--- src/rtl/fault_addr_capture.sv ---
module fault_addr_capture #(
  parameter int AW = 64,
  parameter int CW = 6
) (
  input  logic          clk,
  input  logic          rst_n,
  input  logic          exc_valid,
  input  logic [CW-1:0] exc_class,
  input  logic          exc_fnv,
  input  logic          exc_ext_abort,
  input  logic          exc_walk,
  input  logic          exc_tbi,
  input  logic          exc_src32,
  input  logic          exc_carry32,
  input  logic          exc_dc_maint,
  input  logic [AW-1:0] exc_addr,
  input  logic [AW-1:0] exc_dc_operand,
  input  logic          exc_return,
  input  logic          lower_exec,
  input  logic          acc_valid,
  input  logic          acc_write,
  input  logic [1:0]    acc_op0,
  input  logic [2:0]    acc_op1,
  input  logic [3:0]    acc_crn,
  input  logic [3:0]    acc_crm,
  input  logic [2:0]    acc_op2,
  input  logic [1:0]    acc_el,
  input  logic [AW-1:0] acc_wdata,
  output logic [AW-1:0] far_q,
  output logic          far_valid,
  output logic          far_top_valid,
  output logic          rd_valid,
  output logic          rd_hit,
  output logic          rd_undef,
  output logic [AW-1:0] rd_data
);
  localparam int HW = AW / 2;

  logic          cls_ok, hit, priv_ok, wr_ok, rd_ok, cap, fnv_bad, top_bad;
  logic [AW-1:0] src_addr, cap_val;

  assign cls_ok = (exc_class == CW'(6'h20)) || (exc_class == CW'(6'h21)) ||
                  (exc_class == CW'(6'h22)) || (exc_class == CW'(6'h24)) ||
                  (exc_class == CW'(6'h25));
  assign cap     = exc_valid && cls_ok;
  assign hit     = (acc_op0 == 2'b11) && (acc_op1 == 3'b110) && (acc_crn == 4'b0110) &&
                   (acc_crm == 4'b0000) && (acc_op2 == 3'b000);
  assign priv_ok = (acc_el == 2'd3);
  assign wr_ok   = acc_valid && hit && priv_ok && acc_write && !exc_valid;
  assign rd_ok   = acc_valid && hit && priv_ok && !acc_write;

  assign src_addr = exc_dc_maint ? exc_dc_operand : exc_addr;
  assign cap_val  = exc_src32 ? {HW'(exc_carry32), src_addr[HW-1:0]} : src_addr;
  assign fnv_bad  = exc_ext_abort && !exc_walk && exc_fnv;
  assign top_bad  = exc_ext_abort && exc_tbi && !exc_src32;

  always_ff @(posedge clk) begin
    if (!rst_n) begin
      far_q         <= '0;
      far_valid     <= 1'b0;
      far_top_valid <= 1'b0;
    end else if (exc_valid) begin
      if (cls_ok) begin
        far_q         <= cap_val;
        far_valid     <= !fnv_bad;
        far_top_valid <= !fnv_bad && !top_bad;
      end else begin
        far_valid     <= 1'b0;
        far_top_valid <= 1'b0;
      end
    end else if (wr_ok) begin
      far_q         <= acc_wdata;
      far_valid     <= 1'b1;
      far_top_valid <= 1'b1;
    end else if (exc_return || lower_exec) begin
      far_valid     <= 1'b0;
      far_top_valid <= 1'b0;
    end
  end

  always_ff @(posedge clk) begin
    if (!rst_n) begin
      rd_valid <= 1'b0;
      rd_hit   <= 1'b0;
      rd_undef <= 1'b0;
      rd_data  <= '0;
    end else begin
      rd_valid <= acc_valid;
      rd_hit   <= acc_valid && hit;
      rd_undef <= acc_valid && hit && !priv_ok;
      rd_data  <= rd_ok ? far_q : '0;
    end
  end

  assert_ignore_class_R1: assert property (@(posedge clk) disable iff (!rst_n)
    exc_valid && !cls_ok |=> $stable(far_q) && !far_valid && !far_top_valid);
  assert_fnv_R2: assert property (@(posedge clk) disable iff (!rst_n)
    cap && exc_ext_abort && !exc_walk && exc_fnv |=> !far_valid);
  assert_upper_word_R3: assert property (@(posedge clk) disable iff (!rst_n)
    cap && exc_src32 |=> far_q[AW-1:HW+1] == '0);
  assert_top_byte_R7: assert property (@(posedge clk) disable iff (!rst_n)
    far_top_valid |-> far_valid);
  assert_undef_R6: assert property (@(posedge clk) disable iff (!rst_n)
    acc_valid && hit && !priv_ok |=> rd_undef && rd_data == '0);
  assert_no_write_R6: assert property (@(posedge clk) disable iff (!rst_n)
    acc_valid && !priv_ok && !exc_valid |=> $stable(far_q));
  assert_miss_R5: assert property (@(posedge clk) disable iff (!rst_n)
    acc_valid && !hit |=> !rd_hit && !rd_undef && rd_data == '0);
  assert_invalidate_R8: assert property (@(posedge clk) disable iff (!rst_n)
    (exc_return || lower_exec) && !exc_valid && !wr_ok |=> !far_valid);
  assert_priority_R10: assert property (@(posedge clk) disable iff (!rst_n)
    exc_valid && acc_valid && acc_write && !cls_ok |=> $stable(far_q));
  assert_resp_R11: assert property (@(posedge clk) disable iff (!rst_n)
    acc_valid |=> rd_valid);
  assert_noresp_R11: assert property (@(posedge clk) disable iff (!rst_n)
    !acc_valid |=> !rd_valid && !rd_hit && !rd_undef);
endmodule

--- config.mk ---
export PLATFORM = sky130hd
export DESIGN_NAME = fault_addr_capture
export DESIGN_NICKNAME = d
export VERILOG_FILES = /design/src/rtl/fault_addr_capture.sv
export SDC_FILE = /design/constraint.sdc
export NUM_CORES = 1
export LEC_CHECK = 0
export ABC_AREA = 1
export CAP_MARGIN = 40
export CORE_AREA = 2 2 141 143
export CTS_CLUSTER_DIAMETER = 150
export DETAILED_ROUTE_END_ITERATION = 10
export DIE_AREA = 0 0 143 145
export DONT_BUFFER_PORTS = 1
export GPL_ROUTABILITY_DRIVEN = 0
export GPL_TIMING_DRIVEN = 1
export PLACE_DENSITY = 0.45
export SLEW_MARGIN = 25
export SYNTH_ARGS = -nofsm -noshare
export SYNTH_HDL_FRONTEND = slang
export SYNTH_SLANG_ARGS = --single-unit
export TNS_END_PERCENT = 5
--- constraint.sdc ---
create_clock -name clk -period 1.7 [get_ports clk]
set_input_delay 0.17 -clock clk [delete_from_list [all_inputs] [get_ports clk]]
set_output_delay 0.17 -clock clk [all_outputs]
set_load 0.005 [all_outputs]
* After elaboration in Yosys (flattened, before gate mapping)
Index checks and enable logic that the tools add are counted.
** Cells by class
- Equality and inequality tests :: 10
- Muxes and demuxes :: 11
- Reduce and logical (&&, ||, !) cells :: 33
** Operator list (count)
- $mux 64 :: 5
- $eq 6x6->1 const B :: 5
- $logic_and 1x1->1 :: 15
- $logic_not 1->1 :: 7
- $mux 1 :: 6
- $logic_or 1x1->1 :: 5
- $eq 2x2->1 const B :: 2
- $eq 4x3->1 const B :: 1
- $logic_not 4->1 :: 1
- $reduce_and 2->1 :: 2
- $eq 3x3->1 const B :: 1
- $logic_not 3->1 :: 1
- $reduce_bool 3->1 :: 1
- $ne 2x1->1 const B :: 1
- $reduce_bool 2->1 :: 1
** Word-level totals
- Register bits after elaboration :: 133
- Output and inout bits :: 133

* Depth between registers and ports, before layout
Gate-level depths: netlist of the first run.
- Depth after elaboration :: 11
- Mapped depth :: 12
- Gate-level depth less buffers :: 10

* Worst setup path after synthesis of the first run
Ideal clock, no wire load.
- Kind :: input -> register
- From :: input port acc_op1[0]
- To :: register far_q[1]
- Setup time :: 0.113 ns
- Arrival :: 1.271 ns
- Setup slack :: 0.316 ns
- Cell stages on the path :: 9
- Path buffers :: 2
- Path through :: or2_0 nor2_2 nand4_4 nand2_2 buf_4 buf_4 nand2_1 nand2_1 nor2_1
** On the way
- Word-level cells in the longest chain between the ends :: 11
** Ends and longest elaborated chain
- start, declared :: line 23 : input logic [2:0] acc_op1,
- $eq 3x3->1 :: line 46 : assign hit = (acc_op0 == 2'b11) && (acc_op1 == 3'b110) && (acc_crn == 4'b0110) &&
- $logic_and 1x1->1 (3 in a row) :: line 46
- $logic_and 1x1->1 :: line 47 : (acc_crm == 4'b0000) && (acc_op2 == 3'b000);
- $logic_and 1x1->1 (4 in a row) :: line 49 : assign wr_ok = acc_valid && hit && priv_ok && acc_write && !exc_valid;
- $reduce_bool 2->1 (no source line)
- $reduce_and 2->1 (no source line)
- end signal, assigned :: line 64 : far_q <= cap_val;
- end signal, assigned :: line 72 : far_q <= acc_wdata;
- end, declared :: line 29 : output logic [AW-1:0] far_q,
Every way passes these cells.
A chain may end at the register's enable or synchronous reset.

* Worst setup path after layout of the first run
- From :: input port acc_op1[0]
- To :: register far_q[31]
The elaborated chain is that of the path after synthesis.

==> metrics.yaml, run 1 <==
setup_path:
  crit_slowest_cell: "dlygate4sd3_1"
  r2r-end: "rd_data[25]"
  critical_path.startpoint: "acc_op1[0]"
  cp_max_fo: 60
  worst_ep_required_time_ns: 2.01
  cp_slowest_stage_delay_ns: 0.55
  crit_arrival_ns: 1.88
  worst_r2r_path_depth: 2
  endpoint_kind: "register"
  cp_cell_sequence: "or2_0, nor2_2, nand4_4, nand2_4, buf_16, nand2_1, nand2_1, dlygate4sd3_1, nor2_1"
  crit_path_start_kind: "input pin"
  rrSetupSlack_ns: 0.94
  crit_type: "input pin to register"
  cp-endpoint: "far_q[31]"
  cp_common_cell: "nand2_1"
  regToRegStartpoint: "far_q[25]"
job:
  drv_cap: 0
power_and_ir_drop:
  power_frac_comb_pct: 6.8
  swShare_pct: 23.4
  max-vdd-ir-drop_mv: 0.566
  power_density_nw_per_um2: 1090
  pwr-share-clk_pct: 50.7
  seqPwrFrac_pct: 42.5
  internal_power_w: 0.00579
  switching_power_w: 0.00177
  p_leak_nw: 2.78
clock_tree:
  path_clk_slew_ns: 0.06
  cts.sinks: 133
  cts_root_buf: "clkbuf_16"
  numCtsBuffers: 17
  clk_latency_ns: 0.42
  htree_levels: 4
  cts_max_path_buffers: 2
  cts_setup_buffers: 0
  cts_tree: "done"
global_route:
  gr-total-overflow: 0
  grt_usage_pct: 18.1
  grt_pass1_wl_mm: 28.8
  first_global_vias: 5147
  antenna_found_initial: 0
  grt_max_degree: 66
layout:
  nFillCells: 2083
  final_core_util_pct: 36.0
  multi_input_area_sq_um: 2570
  regArea_sq_um: 2660
  num_antenna_cells: 0
  layout.nets: 1133
  layout-drive-gt1-share_pct: 5.79
  area_growth_pct: 17.7
die:
  dieHeight_um: 145
  ios: 363
  die-area_sq_um: 20700
  die_x_um: 143
  core_sq_um: 19200
  initial_utilization_pct: 30.6
  rows: 51
sta:
  fin_crit_ns: 1.57
  maxSlewHeadroom_pct: 70.3
  setup_viol: 0
  report.final.slew_viol_count: 0
  hold_viol: 0
  fin_crit_sh_pct: 92.5
  finClkSkew_ns: 0.00901
  rsz0062_at_grt: "false"
  tns_ns: 0
  worst_pin_slew_ns: 0.440
  clock.fmax_mhz: 636
routing:
  vias: 5431
  drtPass1Iterations: 5
  remaining_drc_errors: 0
  final_antenna_net_count: 0
  vias_per_cell: 4.60
  drt-initial-drc-count: 253
  wirelength_mm: 19.2
  wl_per_cell_um: 16.2
worst_hold_path:
  hold_path_class: "input pin to register"
  worstHoldPathCells: 4
logic_synthesis:
  syn-num-nets: 1143
  ys_warn_count: 0
  synth-seq-area-share_pct: 45.3
  synthCells: 913
  ys_seq_elements: 133
  synth_area_sq_um: 5880
  ys_types: 23
  syn_avg_cell_area_sq_um: 6.44
place:
  dpl.hpwl_mm: 13.9
  port_buffers: 0
outcome:
  status: "complete, no violations"
==> area by class of cell <==
cell class	count	area share (%)
Inverter	111	6.02
Clock inverter	11	2.13
Sequential cell	133	38.5
Timing Repair Buffer	24	4.66
Clock buffer	21	6.80
Multi-Input combinational cell	616	37.1
Tap cell	265	4.79
==> power by group through the flow <==
stage               clock (W)  combinational, W  sequential (W)
floorplan                   0          0.000395         0.00326
detailed placement          0          0.000471         0.00328
CTS                   0.00394          0.000526         0.00321
global route          0.00410          0.000602         0.00321
global placement            0          0.000472         0.00328
finish                0.00383          0.000516         0.00321
==> cells by family after synthesis <==
group	after synthesis	share of synthesized area [%]
AND/OR/NAND/NOR	492	32.9
AO/OA/AOI/OAI	124	10.6
buffers and inverters	164	11.2
flip-flops	133	45.3
==> through the flow <==
stage	hold slack, ns	worst slack (ns)	instance area (sq um)	cells	total power, W
floorplan	0.263	0.316	5880	913	0.00365
global placement	0.268	0.108	6150	1137	0.00375
detailed placement	0.283	0.112	6150	1137	0.00375
CTS	0.00848	0.0493	6910	1181	0.00768
global route	0.0336	0.0180	6920	1181	0.00791
finish	0.0185	0.128	6920	1181	0.00756
==> routing by layer <==
layer / up-vias / GRT usage [%] / wire length (um) / share of wire [%]
li1: 2746 / - / - / -
met1: 2427 / 21.3 / 7950 / 42
met2: 239 / 31.0 / 9400 / 49
met3: 19 / 5.71 / 1470 / 7.7
met4: 0 / 6.09 / 336 / 1.8
met5: - / 0 / 0 / 0
==> cells in the mapped netlist <==
library cell  number  share of area, %
nand2_2            2              0.21
buf_4              9               1.1
clkbuf_1          24               1.5
nor3_1             2              0.17
nor3_2             1              0.17
o21ai_1            5              0.43
buf_1             11              0.70
nor2_1           227                14
o21ai_0           86               7.3
nand3b_1           1              0.13
a21oi_1           32               2.7
nand4_4            1              0.36
nand3_1           29               2.5
buf_2              9              0.77
nand4_1            2              0.21
inv_1            109               7.0
nand3_2            1              0.17
inv_2              2              0.13
or2_0              1              0.11
nor2_2             2              0.21
dfxtp_1          133                45
o211ai_1           1              0.13
nand2_1          223                14
==> worst min-delay path by stage <==
stage | startpoint | to | slack, ns
after global routing | acc_wdata[22] | far_q[22] | 0.03
after floorplan | acc_valid | rd_valid | 0.26
after CTS | acc_wdata[0] | far_q[0] | 0.008
final | acc_wdata[5] | far_q[5] | 0.02
after global placement | acc_valid | rd_valid | 0.27
after detailed placement | acc_valid | rd_valid | 0.28
==> layout by cell type, fill, tap and decap left out, types with 2 or more instances in the layout <==
master / instances
dlygate4sd3_1: 11
clkinv_4: 2
clkbuf_16: 17
buf_12: 6
nor2_1: 227
clkbuf_8: 3
dfxtp_1: 133
clkinv_2: 3
inv_6: 2
nand4_1: 2
nand2_1: 223
buf_16: 2
o21ai_1: 5
inv_1: 109
inv_2: 2
nand3_1: 29
a21oi_1: 32
bufinv_16: 3
buf_4: 5
nor3_1: 2
o21ai_0: 86
==> registers in the layout, indices dropped and copies added, names as in the netlist <==
signal	cells
rd_data	64
rd_valid	1
rd_hit	1
far_top_valid	1
far_valid	1
rd_undef	1
far_q	64
==> repair_timing <==
item	4_1_cts	5_1_grt
endpoints found under the setup margin	0	1
resized for setup	0	2
hold buffers	12	0
endpoints found under the hold margin	69	0
==> critical path: cells and delay by family <==
kind,cells,cell delay [ns]
and+or+nand+nor,7,0.90
buffers and inverters,2,0.80
(Power assumes the default switching activity.)
==> run 2: changes to the inputs <==
--- a/config.mk
+++ b/config.mk
@@ -5,7 +5,7 @@
 export SDC_FILE = /design/constraint.sdc
 export NUM_CORES = 1
 export LEC_CHECK = 0
-export ABC_AREA = 1
+export ABC_AREA = 0
 export CAP_MARGIN = 40
 export CORE_AREA = 2 2 141 143
 export CTS_CLUSTER_DIAMETER = 150
@@ -15,6 +15,7 @@
 export GPL_ROUTABILITY_DRIVEN = 0
 export GPL_TIMING_DRIVEN = 1
 export PLACE_DENSITY = 0.45
+export SETUP_SLACK_MARGIN = 0.15
 export SLEW_MARGIN = 25
 export SYNTH_ARGS = -nofsm -noshare
 export SYNTH_HDL_FRONTEND = slang
==> run 2 against run 1 <==
- routed wire length down 4.6%
- synthesized cell count fell by 31%
- maximum frequency increased by 15%
- largest cell class is now multi-input combinational cells
- sequential power is 1% lower
- critical endpoint is now far_q[63]
==> metrics.yaml, run 2 <==
global_route:
  grt_max_degree: 78  # was 66
  gr-total-overflow: 0  # unchanged
  grt_usage_pct: 17.2  # was 18.1%
  first_global_vias: 5095  # was 5147
  antenna_found_initial: 0  # unchanged
  grt_pass1_wl_mm: 27.8  # was 28.8 mm
die:
  dieHeight_um: 145  # unchanged
  die_x_um: 143  # unchanged
  ios: 363  # unchanged
  core_sq_um: 19200  # unchanged
  initial_utilization_pct: 30.7  # was 30.6%
  rows: 51  # unchanged
  die-area_sq_um: 20700  # unchanged
logic_synthesis:
  syn-num-nets: 864  # was 1143
  yosysMostFrequentCell: "dfxtp_1"  # was nor2_1
  ys_types: 32  # was 23
  synthCells: 634  # was 913
  synth_top_cell_by_area: "dfxtp_1"  # unchanged
  synth_area_sq_um: 5890  # was 5880 sq um
  synth_edf_count: 0  # unchanged
  syn_avg_cell_area_sq_um: 9.29  # was 6.44 sq um
  yosys-top-cells-count: "dfxtp_1, nand2_1, mux2i_1"  # was nor2_1, nand2_1, dfxtp_1
  ys_seq_elements: 133  # unchanged
  ys_top_cells_by_area: "dfxtp_1, mux2i_1, nand2_1, and2_1, o211ai_1"  # was dfxtp_1, nor2_1, nand2_1, o21ai_0, inv_1
  ys_warn_count: 0  # unchanged
  synth-seq-area-share_pct: 45.2  # was 45.3%
  synth_flop_cell: "dfxtp_1"  # unchanged
  async_flop_share_pct: 0  # unchanged
  synth_top_area_share_pct: 45.2  # was 45.3%
routing:
  wirelength_mm: 18.3  # was 19.2 mm
  wl_per_cell_um: 18.4  # was 16.2 um
  remaining_drc_errors: 0  # unchanged
  vias: 4869  # was 5431
  vias_per_cell: 4.90  # was 4.60
  drtPass1Iterations: 4  # was 5
  final_antenna_net_count: 0  # unchanged
  drt-initial-drc-count: 149  # was 253
place:
  port_buffers: 0  # unchanged
  pre_cts_ws_ns: 0.0777  # was 0.112 ns
  dpl.hpwl_mm: 11.9  # was 13.9 mm
sta:
  fin_crit_sh_pct: 80.3  # was 92.5%
  report.final.slew_viol_count: 0  # unchanged
  clock.fmax_mhz: 732  # was 636 MHz
  fin_crit_ns: 1.37  # was 1.57 ns
  worst_pin_slew_ns: 0.459  # was 0.440 ns
  maxSlewHeadroom_pct: 69.4  # was 70.3%
  setup_viol: 0  # unchanged
  finClkSkew_ns: 0.00782  # was 0.00901 ns
  tns_ns: 0  # unchanged
  layout_setup_ws_ns: 0.335  # was 0.128 ns
  rsz0062_at_grt: "false"  # unchanged
  hold_viol: 0  # unchanged
setup_path:
  rrSetupSlack_ns: 0.46  # was 0.94 ns
  crit_type: "input pin to register"  # unchanged
  crit_slowest_cell: "dlygate4sd3_1"  # unchanged
  cp_slowest_stage_delay_ns: 0.55  # about the same
  worst_r2r_path_depth: 3  # was 2
  worst_ep_required_time_ns: 2.03  # was 2.01 ns
  endpoint_kind: "register"  # unchanged
  regToRegStartpoint: "far_q[3]"  # was far_q[25]
  r2r-end: "far_q[3]"  # was rd_data[25]
  cp_cell_sequence: "nand2b_1, buf_12, o22ai_1, nand2_1, dlygate4sd3_1, mux2i_1"  # was or2_0, nor2_2, nand4_4, nand2_4, buf_16, nand2_1, nand2_1, dlygate4sd3_1, nor2_1
  crit_arrival_ns: 1.70  # was 1.88 ns
  cp_max_fo: 22  # was 60
  crit_path_start_kind: "input pin"  # unchanged
layout:
  area_growth_pct: 31.9  # was 17.7%
  layout-drive-gt1-share_pct: 6.17  # was 5.79%
  layout.nets: 946  # was 1133
  num_antenna_cells: 0  # unchanged
  final_common_cell: "dfxtp_1"  # was nor2_1
  final_core_util_pct: 40.5  # was 36.0%
  final_cell_mix: "dfxtp_1, nand2_1, mux2i_1, dlygate4sd3_1, and2_1"  # was nor2_1, nand2_1, dfxtp_1, inv_1, o21ai_0
  top_regs: "far_q (64), rd_data (64)"  # unchanged
clock_tree:
  htree_levels: 4  # unchanged
  cts_max_path_buffers: 2  # unchanged
  cts.sinks: 133  # unchanged
  cts_root_buf: "clkbuf_16"  # unchanged
  numCtsBuffers: 17  # unchanged
  cts_tree: "done"  # unchanged
  cts_resized: 0  # unchanged
  clk_latency_ns: 0.41  # was 0.42 ns
  path_clk_slew_ns: 0.06  # about the same
job:
  drv_cap: 0  # unchanged
power_and_ir_drop:
  p_leak_nw: 3.39  # was 2.78 nW
  max-vdd-ir-drop_mv: 0.588  # was 0.566 mV
  power_density_nw_per_um2: 982  # was 1090 nW/um^2
worst_hold_path:
  worstHoldPathCells: 3  # was 4
  hold_end: "far_q[10]"  # was far_q[5]
  hold_start: "exc_valid"  # was acc_wdata[5]
  hold_path_class: "input pin to register"  # unchanged
outcome:
  status: "complete, no violations"  # unchanged
## run 2: changes by cell type after synthesis, sizes merged, moves of 32 or more
| cell | change |
|---|---|
| nand2 | -95 |
| nor2 | -229 |
| mux2i | +127 |
| o21ai | -86 |
| a21oi | -32 |
| and2 | +68 |
| inv | -78 |
## run 2: layer usage
layer	up-vias	GRT usage, %	wire length, um
li1	2312	-	-
met4	0	4.65	220
met5	-	0	0
met2	216	31.4	9620
met3	16	5.78	1300
met1	2325	18.8	7140
## run 2: kinds of logic after synthesis
group,synth area share [%]
simple gates,18.4
flops,45.2
mux,21.8
buf+inv,6.25
compound gates,8.37
## run 2: timing repair
action                    CTS  global route
hold endpoints to repair   69             1
buffers inserted            0             0
hold buffers              103             1
## run 2: worst max path at each step
| stage | startpoint | endpoint | slack (ns) | cells past startpoint |
|---|---|---|---|---|
| after floorplan | acc_op2[1] | far_q[19] | 0.22 | 6 |
| after global placement | acc_op2[1] | far_q[31] | 0.09 | 5 |
| after detailed placement | acc_op2[1] | far_q[33] | 0.08 | 5 |
| after CTS | exc_valid | far_valid | 0.16 | 3 |
| after global routing | exc_src32 | far_q[35] | 0.26 | 6 |
| final | exc_src32 | far_q[63] | 0.33 | 6 |
## run 2: where the power goes
| part | leakage (nW) | internal, W | switching, W |
|---|---|---|---|
| Clock | 0.296 | 0.00250 | 0.00140 |
| Sequential | 1.07 | 0.00314 | 0.0000288 |
| Combinational | 2.02 | 0.000328 | 0.000226 |
## run 2: area by class of cell
cell class / count / area, sq um
Fill cell: 1902 / 11400
Tap cell: 265 / 332
Timing Repair Buffer: 112 / 1160
Clock buffer: 20 / 447
Inverter: 33 / 124
Clock inverter: 12 / 179
Sequential cell: 133 / 2660
Multi-Input combinational cell: 419 / 2870
## run 2: critical path: cells and delay by family
| kind | cells | cell delay (ns) |
|---|---|---|
| AOI/OAI and AO/OA | 1 | 0.19 |
| and+or+nand+nor | 2 | 0.40 |
| muxes | 1 | 0.11 |
| buffers and inverters | 2 | 0.82 |
## run 2: through the flow
step	hold slack [ns]	total power (W)	area, sq um	cells
floorplan	0.292	0.00363	5890	634
CTS	0.00196	0.00772	7750	992
global placement	0.299	0.00360	6070	857
finish	0.0108	0.00763	7770	994
detailed placement	0.309	0.00360	6070	857
global route	0.000222	0.00794	7770	994
==> run 3: changes to the inputs <==
--- a/config.mk
+++ b/config.mk
@@ -14,7 +14,7 @@
 export DONT_BUFFER_PORTS = 1
 export GPL_ROUTABILITY_DRIVEN = 0
 export GPL_TIMING_DRIVEN = 1
-export PLACE_DENSITY = 0.45
+export PLACE_DENSITY = 0.47
 export SETUP_SLACK_MARGIN = 0.15
 export SLEW_MARGIN = 25
 export SYNTH_ARGS = -nofsm -noshare
==> constraint.sdc (replaced) <==
create_clock -name clk -period 1.1 [get_ports clk]
set_input_delay 0.11 -clock clk [delete_from_list [all_inputs] [get_ports clk]]
set_output_delay 0.11 -clock clk [all_outputs]
set_load 0.005 [all_outputs]
==> run 3 against run 2 <==
- the run now ends with hold timing, setup timing left
- sequential power is 55% higher
- critical endpoint is now far_q[45]
- first-iteration DRC count is 25% lower
- power is 58% higher
- final cell count is 9.2% lower
- via count is 9.4% lower
- combinational power is 6.0% higher
- largest cell class unchanged
- routed wire length is 8.1% lower
- global-route usage is 1.3 points lower
- largest power group unchanged
- non-clock buffer count is 92 lower
==> metrics.yaml, run 3 (synthesis results as in run 2) <==
power_and_ir_drop:
  p_leak_nw: 3.26  # was 3.39 nW
  power_frac_comb_pct: 4.9  # was 7.3%
  finalPower_w: 0.0120  # was 0.00763 W
  max-vdd-ir-drop_mv: 0.886  # was 0.588 mV
  pwr-share-clk_pct: 54.4  # was 51.1%
  seqPwrFrac_pct: 40.8  # was 41.6%
  swShare_pct: 20.5  # was 21.8%
  switching_power_w: 0.00246  # was 0.00166 W
  internal_power_w: 0.00957  # was 0.00597 W
  power_density_nw_per_um2: 1710  # was 982 nW/um^2
sta:
  report.final.slew_viol_count: 0  # unchanged
  clock.fmax_mhz: 909
  rsz0062_at_grt: "true"  # was false
  worst_pin_slew_ns: 0.347  # was 0.459 ns
  layout_setup_ws_ns: -0.000190  # was 0.335 ns
  worst_hold_slack_ns: -0.138  # was 0.0108 ns
  finClkSkew_ns: 0.00853  # was 0.00782 ns
  setup_viol: 1  # was 0
  hold_viol: 67  # was 0
  fin_crit_ns: 1.10
  maxSlewHeadroom_pct: 76.8  # was 69.4%
  fin_crit_sh_pct: 100
die:
  initial_utilization_pct: 30.7  # unchanged
  die-area_sq_um: 20700  # unchanged
  die_x_um: 143  # unchanged
  dieHeight_um: 145  # unchanged
  rows: 51  # unchanged
  ios: 363  # unchanged
  core_sq_um: 19200  # unchanged
global_route:
  grt_max_degree: 132  # was 78
  first_global_vias: 4490  # was 5095
  grt_pass1_wl_mm: 25.4  # was 27.8 mm
  grt_use_met3_pct: 5.41  # was 5.78%
  grt_usage_pct: 15.9  # was 17.2%
  globalRouteMet1Util_pct: 17.7  # was 18.8%
  busiest_layer: "met2"  # unchanged
  grt_use_met2_pct: 28.4  # was 31.4%
  gr-total-overflow: 0  # unchanged
  antenna_found_initial: 1  # was 0
routing:
  wl_per_cell_um: 18.6  # was 18.4 um
  final_antenna_net_count: 0  # unchanged
  remaining_drc_errors: 0  # unchanged
  vias_per_cell: 4.89  # was 4.90
  drt-initial-drc-count: 112  # was 149
  drtPass1Iterations: 4  # unchanged
  wirelength_mm: 16.8  # was 18.3 mm
  vias: 4412  # was 4869
setup_path:
  endpoint_kind: "register"  # unchanged
  crit_type: "input pin to register"  # unchanged
  crit_path_start_kind: "input pin"  # unchanged
  worst_ep_required_time_ns: 1.39  # was 2.03 ns
  cp_max_fo: 31  # was 22
  crit_arrival_ns: 1.39  # was 1.70 ns
layout:
  design_area_sq_um: 7050  # was 7770 sq um
  nFillCells: 1941  # was 1902
  final_cell_mix: "nand2_1, mux2i_1, dfxtp_1, and2_4, inv_1"  # was dfxtp_1, nand2_1, mux2i_1, dlygate4sd3_1, and2_1
  multi_input_area_sq_um: 3000  # was 2870 sq um
  final_common_cell: "nand2_1"  # was dfxtp_1
  layout-drive-gt1-share_pct: 18.1  # was 6.17%
  regArea_sq_um: 2690  # was 2660 sq um
  top_regs: "far_q (64), rd_data (64)"  # unchanged
  layout.nets: 854  # was 946
  area_growth_pct: 19.7  # was 31.9%
place:
  postPlaceCellArea_sq_um: 6170  # was 6070 sq um
  port_buffers: 0  # unchanged
  dpl.hpwl_mm: 12.2  # was 11.9 mm
clock_tree:
  cts_max_path_buffers: 2  # unchanged
  cts_setup_buffers: 0  # unchanged
  clk_latency_ns: 0.42  # was 0.41 ns
  numCtsBuffers: 17  # unchanged
  path_clk_slew_ns: 0.06  # about the same
  hold_buffers: 4  # was 103
  cts.sinks: 133  # unchanged
  htree_levels: 4  # unchanged
  cts_tree: "done"  # unchanged
  cts_root_buf: "clkbuf_16"  # unchanged
job:
  drv_cap: 0  # unchanged
worst_hold_path:
  hold_path_class: "input pin to register"  # unchanged
outcome:
  status: "finished with violations"  # was complete, no violations
  violations: "hold timing, setup timing"
[run 3: changes by cell type in the layout (fill, tap and decap cells not counted), moves of 2 or more]
cell           previous run  this run
buf_12                    3         5
buf_4                     4         9
and2_1                   67        28
clkinvlp_4                3         1
bufinv_16                 4         6
dfxtp_2                   0        18
dlygate4sd3_1           103         4
dfxtp_1                 133       115
and2_4                    0        39
[run 3: worst max-delay path, cell delays in order]
cell and delay, ns:
nor4b_4 0.29, nand2_2 0.12, o41a_4 0.48, buf_12 0.20
mux2i_2 0.17
[run 3: worst paths after layout]
| check | from | end | slack [ns] | cells after the start |
|---|---|---|---|---|
| setup / recovery | acc_op2[2] | far_q[45] | -0.0002 | 5 |
| hold / removal | rst_n | far_q[12] | -0.14 | 2 |
| hold reg to reg | far_q[52] | far_q[52] | 0.49 | 2 |
| setup reg to reg | far_top_valid | far_top_valid | 0.28 | 3 |
[run 3: layout make-up]
cell class | count | area share (%)
Multi-Input combinational cell | 419 | 42.5
Sequential cell | 133 | 38.1
Clock buffer | 20 | 6.48
Tap cell | 265 | 4.70
Timing Repair Buffer | 20 | 3.26
Clock inverter | 12 | 3.18
Inverter | 33 | 1.76
Antenna cell | 1 | 0.0355
[run 3: repair_timing]
| item | in CTS | in global routing |
|---|---|---|
| pin swaps | 0 | 35 |
| gates resized for setup | 2 | 63 |
| endpoints found under the hold margin | 68 | 67 |
| endpoints found under the setup margin | 77 | 149 |
[run 3: per-layer routing]
metal	share of wire, %	routed length (um)
met1	40	6680
met2	53	8820
met3	6.5	1090
met4	1.1	192
met5	0	0
[run 3: power groups by stage]
| stage | logic [W] | clock network, W | registers, W |
|---|---|---|---|
| finish | 0.000587 | 0.00654 | 0.00491 |
| global route | 0.000657 | 0.00698 | 0.00491 |
| CTS | 0.000596 | 0.00672 | 0.00490 |
| detailed placement | 0.000579 | 0 | 0.00501 |
| global placement | 0.000570 | 0 | 0.00501 |
| floorplan | 0.000622 | 0 | 0.00499 |
[run 3: per-stage QoR]
step / hold slack (ns) / std cells / util (%) / TNS (ns) / setup WS [ns]
floorplan: 0.232 / 634 / - / -31.63 / -0.316
global placement: 0.255 / 866 / 32.1 / -41.92 / -0.411
detailed placement: 0.263 / 866 / 32.1 / -46.98 / -0.473
CTS: -0.165 / 902 / 35.9 / 0 / 0.00621
global route: -0.138 / 903 / 36.7 / -0.123 / -0.0146
finish: -0.138 / 903 / 36.7 / -0.000190 / -0.000190
